### config.mk
export PLATFORM = sky130hd
export DESIGN_NAME = pscl_timer
export DESIGN_NICKNAME = d
export VERILOG_FILES = /design/src/rtl/pscl_timer_pkg.sv /design/src/rtl/pscl_regs.sv /design/src/rtl/pscl_core.sv /design/src/rtl/pscl_events.sv /design/src/rtl/pscl_timer.sv
export SDC_FILE = /design/constraint.sdc
export NUM_CORES = 1
export LEC_CHECK = 0
export BUFFER_PORTS_ARGS = -buffer_cell sky130_fd_sc_hd__buf_2
export CAP_MARGIN = 0
export CORE_ASPECT_RATIO = 0.9
export CORE_MARGIN = 8
export CORE_UTILIZATION = 50
export DETAILED_ROUTE_END_ITERATION = 8
export PLACE_DENSITY = 0.7
export SLEW_MARGIN = 20
export SYNTH_ARGS = -nofsm -noshare
export SYNTH_HDL_FRONTEND = slang
export SYNTH_SLANG_ARGS = --single-unit
### constraint.sdc
create_clock -name clk -period 7 [get_ports clk]
set_input_delay 1.4 -clock clk [delete_from_list [all_inputs] [get_ports clk]]
set_output_delay 1.4 -clock clk [all_outputs]
set_load 0.005 [all_outputs]
### src/rtl/pscl_timer_pkg.sv
package pscl_timer_pkg;

  typedef enum logic [1:0] {
    MODE_ONESHOT  = 2'd0,
    MODE_PERIODIC = 2'd1,
    MODE_PWM      = 2'd2,
    MODE_PER_ALT  = 2'd3
  } tmr_mode_e;

  // control word, bit 0 is the enable
  typedef struct packed {
    logic      snap_on_tmo;
    logic      count_up;
    tmr_mode_e mode;
    logic      enable;
  } ctrl_t;

  localparam int CTRL_W = $bits(ctrl_t);

  localparam logic [2:0] ADDR_CTRL   = 3'd0;
  localparam logic [2:0] ADDR_LOAD   = 3'd1;
  localparam logic [2:0] ADDR_MATCH  = 3'd2;
  localparam logic [2:0] ADDR_PSCL   = 3'd3;
  localparam logic [2:0] ADDR_PMATCH = 3'd4;
  localparam logic [2:0] ADDR_VALUE  = 3'd5;

endpackage

### src/rtl/pscl_regs.sv
module pscl_regs
  import pscl_timer_pkg::*;
#(
  parameter int CNT_W  = 16,
  parameter int PRE_W  = 8,
  parameter int DATA_W = 32,
  parameter int ADDR_W = 3
) (
  input  logic                   clk,
  input  logic                   rst,
  input  logic                   wr_en,
  input  logic [ADDR_W-1:0]      wr_addr,
  input  logic [DATA_W-1:0]      wr_data,
  input  logic                   oneshot_done,
  output ctrl_t                  ctrl,
  output logic [CNT_W-1:0]       load_val,
  output logic [CNT_W-1:0]       match_val,
  output logic [PRE_W-1:0]       pscl_val,
  output logic [PRE_W-1:0]       pmatch_val,
  output logic                   vload_pend,
  output logic [CNT_W+PRE_W-1:0] vload_data
);

  localparam int TOT_W = CNT_W + PRE_W;

  logic unused_hi;
  assign unused_hi = ^wr_data[DATA_W-1:TOT_W];

  logic ctrl_wr;
  assign ctrl_wr = wr_en && (wr_addr == ADDR_W'(ADDR_CTRL));

  always_ff @(posedge clk) begin
    if (rst) begin
      ctrl       <= '0;
      load_val   <= '0;
      match_val  <= '0;
      pscl_val   <= '0;
      pmatch_val <= '0;
      vload_pend <= 1'b0;
      vload_data <= '0;
    end else begin
      vload_pend <= 1'b0;
      // one-shot completion drops the enable unless software rewrites control
      if (oneshot_done && !ctrl_wr) ctrl.enable <= 1'b0;
      if (wr_en) begin
        case (wr_addr)
          ADDR_W'(ADDR_CTRL):   ctrl       <= ctrl_t'(wr_data[CTRL_W-1:0]);
          ADDR_W'(ADDR_LOAD):   load_val   <= wr_data[CNT_W-1:0];
          ADDR_W'(ADDR_MATCH):  match_val  <= wr_data[CNT_W-1:0];
          ADDR_W'(ADDR_PSCL):   pscl_val   <= wr_data[PRE_W-1:0];
          ADDR_W'(ADDR_PMATCH): pmatch_val <= wr_data[PRE_W-1:0];
          ADDR_W'(ADDR_VALUE): begin
            vload_pend <= 1'b1;
            vload_data <= wr_data[TOT_W-1:0];
          end
          default: ;
        endcase
      end
    end
  end

endmodule

### src/rtl/pscl_core.sv
module pscl_core
  import pscl_timer_pkg::*;
#(
  parameter int CNT_W = 16,
  parameter int PRE_W = 8
) (
  input  logic                   clk,
  input  logic                   rst,
  input  logic                   en,
  input  tmr_mode_e              mode,
  input  logic                   count_up,
  input  logic [PRE_W-1:0]       pscl_val,
  input  logic [CNT_W-1:0]       load_val,
  input  logic                   vload_pend,
  input  logic [CNT_W+PRE_W-1:0] vload_data,
  output logic [CNT_W+PRE_W-1:0] cnt_q,
  output logic [CNT_W+PRE_W-1:0] cnt_nxt,
  output logic                   upd,
  output logic                   tmo_evt
);

  localparam int TOT_W = CNT_W + PRE_W;
  localparam logic [TOT_W-1:0] TOT_ONE = TOT_W'(1);
  localparam logic [PRE_W-1:0] PRE_ONE = PRE_W'(1);
  localparam logic [CNT_W-1:0] LO_ONE  = CNT_W'(1);

  logic [PRE_W-1:0] pre_q;
  logic [CNT_W-1:0] lo_q;
  logic [TOT_W-1:0] top_val;
  logic             is_pwm, up_eff, div_mode;

  assign {pre_q, lo_q} = cnt_q;
  assign top_val  = {pscl_val, load_val};
  assign is_pwm   = (mode == MODE_PWM);
  assign up_eff   = count_up && !is_pwm;
  assign div_mode = !is_pwm && !count_up;

  always_comb begin
    cnt_nxt = cnt_q;
    tmo_evt = 1'b0;
    upd     = 1'b0;
    if (vload_pend) begin
      cnt_nxt = vload_data;
      upd     = 1'b1;
    end else if (en) begin
      upd = 1'b1;
      if (div_mode) begin
        // true divider: prescaler runs to zero before the low count moves
        if (pre_q != '0) begin
          cnt_nxt = {pre_q - PRE_ONE, lo_q};
        end else if (lo_q == '0) begin
          tmo_evt = 1'b1;
          cnt_nxt = top_val;
        end else begin
          cnt_nxt = {pscl_val, lo_q - LO_ONE};
        end
      end else if (up_eff) begin
        if (cnt_q == top_val) begin
          tmo_evt = 1'b1;
          cnt_nxt = '0;
        end else begin
          cnt_nxt = cnt_q + TOT_ONE;
        end
      end else begin
        if (cnt_q == '0) begin
          tmo_evt = 1'b1;
          cnt_nxt = top_val;
        end else begin
          cnt_nxt = cnt_q - TOT_ONE;
        end
      end
    end
  end

  always_ff @(posedge clk) begin
    if (rst) cnt_q <= '0;
    else     cnt_q <= cnt_nxt;
  end

endmodule

### src/rtl/pscl_events.sv
module pscl_events
  import pscl_timer_pkg::*;
#(
  parameter int CNT_W = 16,
  parameter int PRE_W = 8
) (
  input  logic                   clk,
  input  logic                   rst,
  input  logic                   upd,
  input  logic                   vload_pend,
  input  logic                   tmo_evt,
  input  logic [CNT_W+PRE_W-1:0] cnt_nxt,
  input  logic [CNT_W+PRE_W-1:0] cmp_val,
  input  tmr_mode_e              mode,
  input  logic                   snap_on_tmo,
  input  logic [PRE_W-1:0]       pscl_val,
  output logic                   tmo_q,
  output logic                   match_q,
  output logic                   pwm_q,
  output logic [PRE_W-1:0]       psnap_q
);

  logic is_pwm, hit;
  assign is_pwm = (mode == MODE_PWM);
  assign hit    = (cnt_nxt == cmp_val);

  always_ff @(posedge clk) begin
    if (rst) begin
      tmo_q   <= 1'b0;
      match_q <= 1'b0;
      pwm_q   <= 1'b0;
      psnap_q <= '0;
    end else begin
      tmo_q   <= tmo_evt;
      match_q <= upd && !vload_pend && !is_pwm && hit;
      pwm_q   <= is_pwm && (cnt_nxt < cmp_val);
      if (!snap_on_tmo || tmo_evt) psnap_q <= pscl_val;
    end
  end

endmodule

### src/rtl/pscl_timer.sv
module pscl_timer
  import pscl_timer_pkg::*;
#(
  parameter int CNT_W  = 16,
  parameter int PRE_W  = 8,
  parameter int DATA_W = 32,
  parameter int ADDR_W = 3
) (
  input  logic              clk,
  input  logic              rst,
  input  logic              wr_en,
  input  logic [ADDR_W-1:0] wr_addr,
  input  logic [DATA_W-1:0] wr_data,
  output logic              tmo_pulse,
  output logic              match_pulse,
  output logic              pwm_out,
  output logic [DATA_W-1:0] count_value,
  output logic [PRE_W-1:0]  psnap_value
);

  localparam int TOT_W = CNT_W + PRE_W;

  ctrl_t            ctrl_r;
  logic [CNT_W-1:0] load_val, match_val;
  logic [PRE_W-1:0] pscl_val, pmatch_val;
  logic             vload_pend;
  logic [TOT_W-1:0] vload_data;
  logic [TOT_W-1:0] cnt_q, cnt_nxt, cmp_val;
  logic             upd, tmo_evt, oneshot_done;

  assign cmp_val      = {pmatch_val, match_val};
  assign oneshot_done = tmo_evt && (ctrl_r.mode == MODE_ONESHOT);

  pscl_regs #(
    .CNT_W(CNT_W), .PRE_W(PRE_W), .DATA_W(DATA_W), .ADDR_W(ADDR_W)
  ) u_regs (
    .clk(clk), .rst(rst), .wr_en(wr_en), .wr_addr(wr_addr), .wr_data(wr_data),
    .oneshot_done(oneshot_done), .ctrl(ctrl_r), .load_val(load_val),
    .match_val(match_val), .pscl_val(pscl_val), .pmatch_val(pmatch_val),
    .vload_pend(vload_pend), .vload_data(vload_data)
  );

  pscl_core #(.CNT_W(CNT_W), .PRE_W(PRE_W)) u_core (
    .clk(clk), .rst(rst), .en(ctrl_r.enable), .mode(ctrl_r.mode),
    .count_up(ctrl_r.count_up), .pscl_val(pscl_val), .load_val(load_val),
    .vload_pend(vload_pend), .vload_data(vload_data), .cnt_q(cnt_q),
    .cnt_nxt(cnt_nxt), .upd(upd), .tmo_evt(tmo_evt)
  );

  pscl_events #(.CNT_W(CNT_W), .PRE_W(PRE_W)) u_events (
    .clk(clk), .rst(rst), .upd(upd), .vload_pend(vload_pend), .tmo_evt(tmo_evt),
    .cnt_nxt(cnt_nxt), .cmp_val(cmp_val), .mode(ctrl_r.mode),
    .snap_on_tmo(ctrl_r.snap_on_tmo), .pscl_val(pscl_val),
    .tmo_q(tmo_pulse), .match_q(match_pulse), .pwm_q(pwm_out), .psnap_q(psnap_value)
  );

  assign count_value = DATA_W'(cnt_q);

endmodule

---- Yosys cells after proc, flatten, opt, wreduce, memory -nomap -nowiden ----
Cells that the tools add are included.
word-level totals
  register bits ........................... 113
  word-level logic and storage cells ...... 78
cells by class
  multiplexer cells ....................... 22
  equal/unequal tests ..................... 8
  add/subtract/negate cells ............... 4
  magnitude comparators ................... 1
  bitwise operators ....................... 1
  reductions and logical operators ........ 27
operator list
  cell                                                                    count
  24-bit two-way mux                                                      7
  24-bit equality test                                                    2
  24-bit by 1-bit adder with 24-bit output (second input constant)        1
  24-bit logical NOT                                                      1
  24-bit less-than comparator                                             1
  24-bit by 1-bit subtractor with 24-bit output (second input constant)   1
  16-bit logical NOT                                                      1
  16-bit two-way mux                                                      1
  16-bit by 1-bit subtractor with 16-bit output (second input constant)   1
  1-bit two-way mux                                                       14
  2-bit AND reduction                                                     6
  1-bit logical AND                                                       9
  8-bit nonzero test                                                      1
  8-bit by 1-bit subtractor with 8-bit output (second input constant)     1
  3-bit by 2-bit equality test with 1-bit output (second input constant)  2
  3-bit equality test (second input constant)                             2
  1-bit logical NOT                                                       5
  3-bit by 1-bit equality test with 1-bit output (second input constant)  1
  3-bit logical NOT                                                       1
  2-bit equality test (second input constant)                             1
  2-bit logical NOT                                                       1
  2-bit OR reduction                                                      1
  1-bit logical OR                                                        1
  1-bit inverter                                                          1

---- Depth between registers and ports, before layout ----
  depth after elaboration ................. 12
  gate-level depth with buffers ........... 20
  gate-level depth less buffers ........... 17

---- Cells and area by module ----
A second synthesis with hierarchy kept.
second synthesis, totals
  cells, all modules ...................... 993
  area total of the unflattened synthesis .. 8,150.3 sq um
modules (own cells, without submodules)
  module       instances  area each (sq um)  cells an instance
  pscl_core    1          3,925.0            579
  pscl_regs    1          3,156.8            286
  pscl_events  1          992.2              118
  pscl_timer   1          76.3               10

---- Worst setup path before layout ----
No wires, ideal clock.
  path type ............................... flip-flop to flip-flop
  start point ............................. register u_core.cnt_q[16]
  end point ............................... register u_events.pwm_q
  data required time ...................... 6.930 ns
  path slack .............................. 3.247 ns
  cell stages (with the launch flop) ...... 18
  data arrival time ....................... 3.683 ns
  buffers on the path ..................... 3
  cells stage by stage .................... dfxtp_1 > clkbuf_1 > inv_1 > ha_1 > nor4b_2 > nand2_1 > clkbuf_1 > buf_1 > a211oi_1 > a311o_1 > a211oi_1 > nor2_1 > ha_1 > a21o_1 > a21o_1 > a2111oi_0 > o221ai_1 > a21oi_1
on the way
  longest elaborated chain between the ends .. 8
RTL lines
  element                                                                RTL line                          source
  from (decl)                                                            pscl_core.sv:16                   output logic [CNT_W+PRE_W-1:0] cnt_q,
  from (signal assigned)                                                 pscl_core.sv:77                   else cnt_q <= cnt_nxt;
  24-bit by 1-bit subtractor with 24-bit output (tied with other cells)  pscl_core.sv:69                   cnt_nxt = cnt_q - TOT_ONE;
  24-bit two-way mux, on equally long branches                           pscl_core.sv:65, pscl_core.sv:58
  24-bit two-way mux                                                     pscl_core.sv:57                   end else if (up_eff) begin
  24-bit two-way mux (*)                                                 pscl_core.sv:47                   if (div_mode) begin
  24-bit two-way mux (*)                                                 pscl_core.sv:45                   end else if (en) begin
  24-bit two-way mux (*)                                                 pscl_core.sv:42                   if (vload_pend) begin
  via cnt_nxt[20]                                                        pscl_timer.sv:28                  logic [TOT_W-1:0] cnt_q, cnt_nxt, cmp_val;
  24-bit less-than comparator (*)                                        pscl_events.sv:36                 pwm_q <= is_pwm && (cnt_nxt < cmp_val);
  1-bit logical AND (*)                                                  pscl_events.sv:36
  to (signal assigned)                                                   pscl_events.sv:36
  to (decl)                                                              pscl_events.sv:19                 output logic pwm_q,
Mark *: on every way through the listed nets, which the timed path passes. The rest lies on a longest branch.
A chain may end at the register's enable or synchronous reset.

---- Worst setup path in the final report ----
  start point ............................. register u_core.cnt_q[8]
  end point ............................... register u_events.pwm_q
on the way
  longest elaborated chain between the ends .. 8
RTL lines
  element                                       RTL line                          source
  24-bit equality test (tied with other cells)  pscl_core.sv:58                   if (cnt_q == top_val) begin
  24-bit two-way mux (tied with other cells)    pscl_core.sv:58
  24-bit two-way mux, on equally long branches  pscl_core.sv:57, pscl_core.sv:49
  24-bit two-way mux (*)                        pscl_core.sv:47
  24-bit two-way mux (*)                        pscl_core.sv:45
  24-bit two-way mux (*)                        pscl_core.sv:42
  via cnt_nxt[2]                                pscl_timer.sv:28
  24-bit less-than comparator (*)               pscl_events.sv:36
  1-bit logical AND (*)                         pscl_events.sv:36
Marks and branches as above.

==> results.py <==
metrics = {
    "clocking": {
        "post_cts_buffers": 0,
        "h-tree-depth": 4,
        "tritoncts": "built",
        "max-clock-path-buffers": 2,
        "clk_latency_ns": 0.41,
        "clockRootBuffer": "clkbuf_16",
        "clk_pin_slew_ns": 0.05,
        "ctsResizeCount": 0,
        "cts.sinks": 113,
        "hold_buffers": 0,
        "numCtsBuffers": 17,
    },
    "drt": {
        "wl_per_cell_um": 21.02,
        "drt-total-wl_um": 26730,
        "drc": 0,
        "vias": 7851,
        "ant_nets": 0,
        "drtIter0Drc": 1118,
        "vias_per_cell": 6.172,
        "dr.pass1.iters": 5,
    },
    "global_routing": {
        "grt_pass1_vias": 7136,
        "track_usage_pct": 26.89,
        "gr-total-overflow": 0,
        "grt_pass1_wl_um": 41100,
        "antenna_found_initial": 0,
        "grt_start_max_net_pins": 89,
    },
    "sta": {
        "grt_setup_unrepaired": "no",
        "finalSetupTns_ns": 0,
        "final-hold-violation-count": 0,
        "period_needed_ns": 4.925,
        "period_share_pct": 70.36,
        "worstMarginPinSlew_ns": 0.9771,
        "slew_viol_final": 0,
        "fmax_mhz": 203.0,
        "setup_violations": 0,
        "skew_ns": 0.004839,
        "max_slew_margin_pct": 34.86,
    },
    "die": {
        "rows": 42,
        "die_area_um2": 19330,
        "core_um2": 14770,
        "initial_utilization_pct": 51.23,
        "fp.dieW_um": 145.7,
        "io_pins": 81,
        "dieHeight_um": 132.7,
    },
    "placed_design": {
        "place_congestion": 0.9798,
        "hpwl_um": 18800,
        "io_buffers": 64,
        "placed_area_um2": 7861,
    },
    "yosys": {
        "syn_area_um2": 7565,
        "syn_area_per_cell_um2": 7.211,
        "ys_ff_latch": 113,
        "ys.flop_type": "dfxtp_1",
        "synth_cell_types": 74,
        "netlist_instances": 1049,
        "synth_warnings": 0,
        "yosysSeqAreaShare_pct": 29.90,
        "synth_edf_count": 0,
        "async_reset_ff_share_pct": 0,
    },
    "setup_path": {
        "crit_end": "u_events.pwm_q",
        "path_cells": "nor4_1, nand4_1, nor2_2, o311a_1, o21ai_1, a41oi_1, ha_1, a21oi_1, o22ai_1, nor2_1, nor2_1, a211oi_1, o221ai_1, a21oi_1",
        "crit_start": "u_core.cnt_q[8]",
        "rrSetupSlack_ns": 2.07,
        "worstSetupEndpointType": "register",
        "crit_path_max_fanout": 15,
        "cp_num_buf_inv": 0,
        "cp.depth": 14,
        "required_ns": 7.32,
        "path_class": "reg2reg",
        "worstSetupStartpointType": "register",
        "crit_slowest_cell": "nand4_1",
        "reg2reg_from": "u_core.cnt_q[8]",
        "crit-reg2reg-capture": "u_events.pwm_q",
        "cp.arrival_ns": 5.25,
        "crit_family": "simple AND/OR/NAND/NOR gates",
        "max_stage_delay_ns": 0.84,
        "reg2reg_depth": 14,
    },
    "final_layout": {
        "final_layout_size_suffix_gt1_share_pct": 12.48,
        "area.growth.synth_to_final_pct": 12.42,
        "design_area_um2": 8504,
        "nets": 1129,
        "diodes": 0,
    },
    "min_path": {
        "min_path_type": "reg2reg",
        "min_from": "u_regs.match_val[5]",
    },
    "pwr": {
        "power.leakage_uw": 0.003457,
        "ir_drop_mv": 0.1987,
        "power.density_nw_per_um2": 243.1,
    },
    "run_status": {
        "outcome": "finished clean",
    },
    "flow_run": {
        "cap_violations": 0,
    },
}
worst min path at each step:
| stage | end | cells after the start | slack [ns] |
|---|---|---|---|
| after CTS | u_regs.match_val[2] | 2 | 0.45 |
| after floorplan | u_regs.vload_data[10] | 2 | 0.43 |
| after detailed placement | u_regs.match_val[2] | 2 | 0.45 |
| final | u_regs.match_val[5] | 2 | 0.45 |
| after global placement | u_regs.match_val[6] | 2 | 0.44 |
| after global routing | u_regs.vload_data[12] | 2 | 0.46 |
synthesized netlist by cell type (5+ instances only):
master | instances | area (um2)
o221ai_1 | 5 | 43.79
a31oi_1 | 15 | 93.84
clkbuf_1 | 65 | 244.0
a21o_1 | 10 | 75.07
o22ai_1 | 6 | 37.54
xor2_1 | 33 | 289.0
inv_1 | 41 | 153.9
nand2_1 | 192 | 720.7
ha_1 | 30 | 375.4
nor4_1 | 20 | 125.1
nor2b_1 | 15 | 93.84
buf_1 | 5 | 18.77
nand3_1 | 24 | 120.1
nand2b_1 | 18 | 112.6
or4_1 | 6 | 45.04
or3_1 | 11 | 68.82
nor2_1 | 69 | 259.0
a21oi_1 | 113 | 565.5
mux2i_1 | 15 | 150.1
dfxtp_1 | 113 | 2262
nor3_1 | 33 | 165.2
o21ai_0 | 36 | 180.2
buf_2 | 12 | 60.06
xnor2_1 | 20 | 175.2
o211ai_1 | 5 | 37.54
and3_1 | 12 | 75.07
buf_4 | 8 | 60.06
nand4_1 | 17 | 106.4
a211oi_1 | 16 | 120.1
o21ai_1 | 5 | 25.02
flip-flops by register name, indices dropped and copies added (netlist names):
signal             count
u_regs.pmatch_val      8
u_core.cnt_q          24
u_regs.load_val       16
u_events.match_q       1
u_events.tmo_q         1
u_regs.pscl_val        8
u_regs.match_val      16
u_regs.vload_data     24
u_events.pwm_q         1
u_regs.vload_pend      1
u_events.psnap_q       8
u_regs.ctrl            5
cell usage in the layout, fill, tap and decap left out, types with 23 or more instances in the layout:
cell type	instances
nand2_1	192
a21oi_1	113
dfxtp_1	113
nor2_1	68
buf_2	63
inv_1	41
o21ai_0	36
nor3_1	33
xor2_1	33
ha_1	30
nand3_1	23
cell type report:
| cell class | instances | area (um2) |
|---|---|---|
| clock buffers | 22 | 474.2 |
| inverters | 41 | 153.9 |
| multi-input cells | 810 | 4782 |
| fillers | 1412 | 6262 |
| well taps | 198 | 247.7 |
| repair buffers | 78 | 427.9 |
| flip-flops and latches | 113 | 2262 |
| clock inverters | 10 | 156.4 |
stage by stage:
stage / total power (uW) / utilization (%) / worst slack (ns) / hold WS, ns / cells
global route: 2132 / 57.59 / 1.713 / 0.4606 / 1272
CTS: 2056 / 57.51 / 2.237 / 0.4535 / 1272
finish: 2067 / 57.59 / 2.075 / 0.4512 / 1272
global placement: 1139 / 53.24 / 2.246 / 0.4422 / 1240
detailed placement: 1142 / 53.24 / 2.243 / 0.4465 / 1240
floorplan: 1016 / - / 3.247 / 0.4332 / 1056
layer usage:
layer	up-vias	global-route usage, %	part of all wire, %
met5	-	0	0
met4	0	11.09	3.5
met3	67	6.919	12
met2	534	37.99	42
met1	3571	37.77	43
li1	3679	-	-
power breakdown:
part,switching (uW),total [uW],internal (uW)
Clock,296,917,621
Combinational,302,465,163
Sequential,26.5,685,659
Total,625,2070,1440
cells by family after synthesis:
| group | after synthesis | share of synthesized area, % |
|---|---|---|
| xor gates and xnor gates | 53 | 6.136 |
| other | 1 | 0.04957 |
| DFF | 113 | 29.90 |
| adders and majority gates | 30 | 4.962 |
| muxes | 16 | 2.134 |
| AOI/OAI and AO/OA | 259 | 21.30 |
| buffers and inverters | 133 | 7.393 |
| and+or+nand+nor | 444 | 28.12 |
worst reg2reg max path: stages, from the launching register on:
cell      delay (ns)
dfxtp_1         0.47
nor4_1          0.72
nand4_1         0.84
nor2_2          0.67
o311a_1         0.23
o21ai_1         0.08
a41oi_1         0.46
ha_1            0.33
a21oi_1         0.16
o22ai_1         0.09
nor2_1          0.10
nor2_1          0.05
a211oi_1        0.28
o221ai_1        0.15
a21oi_1         0.21
No activity file was read; power rests on OpenSTA's default activity.
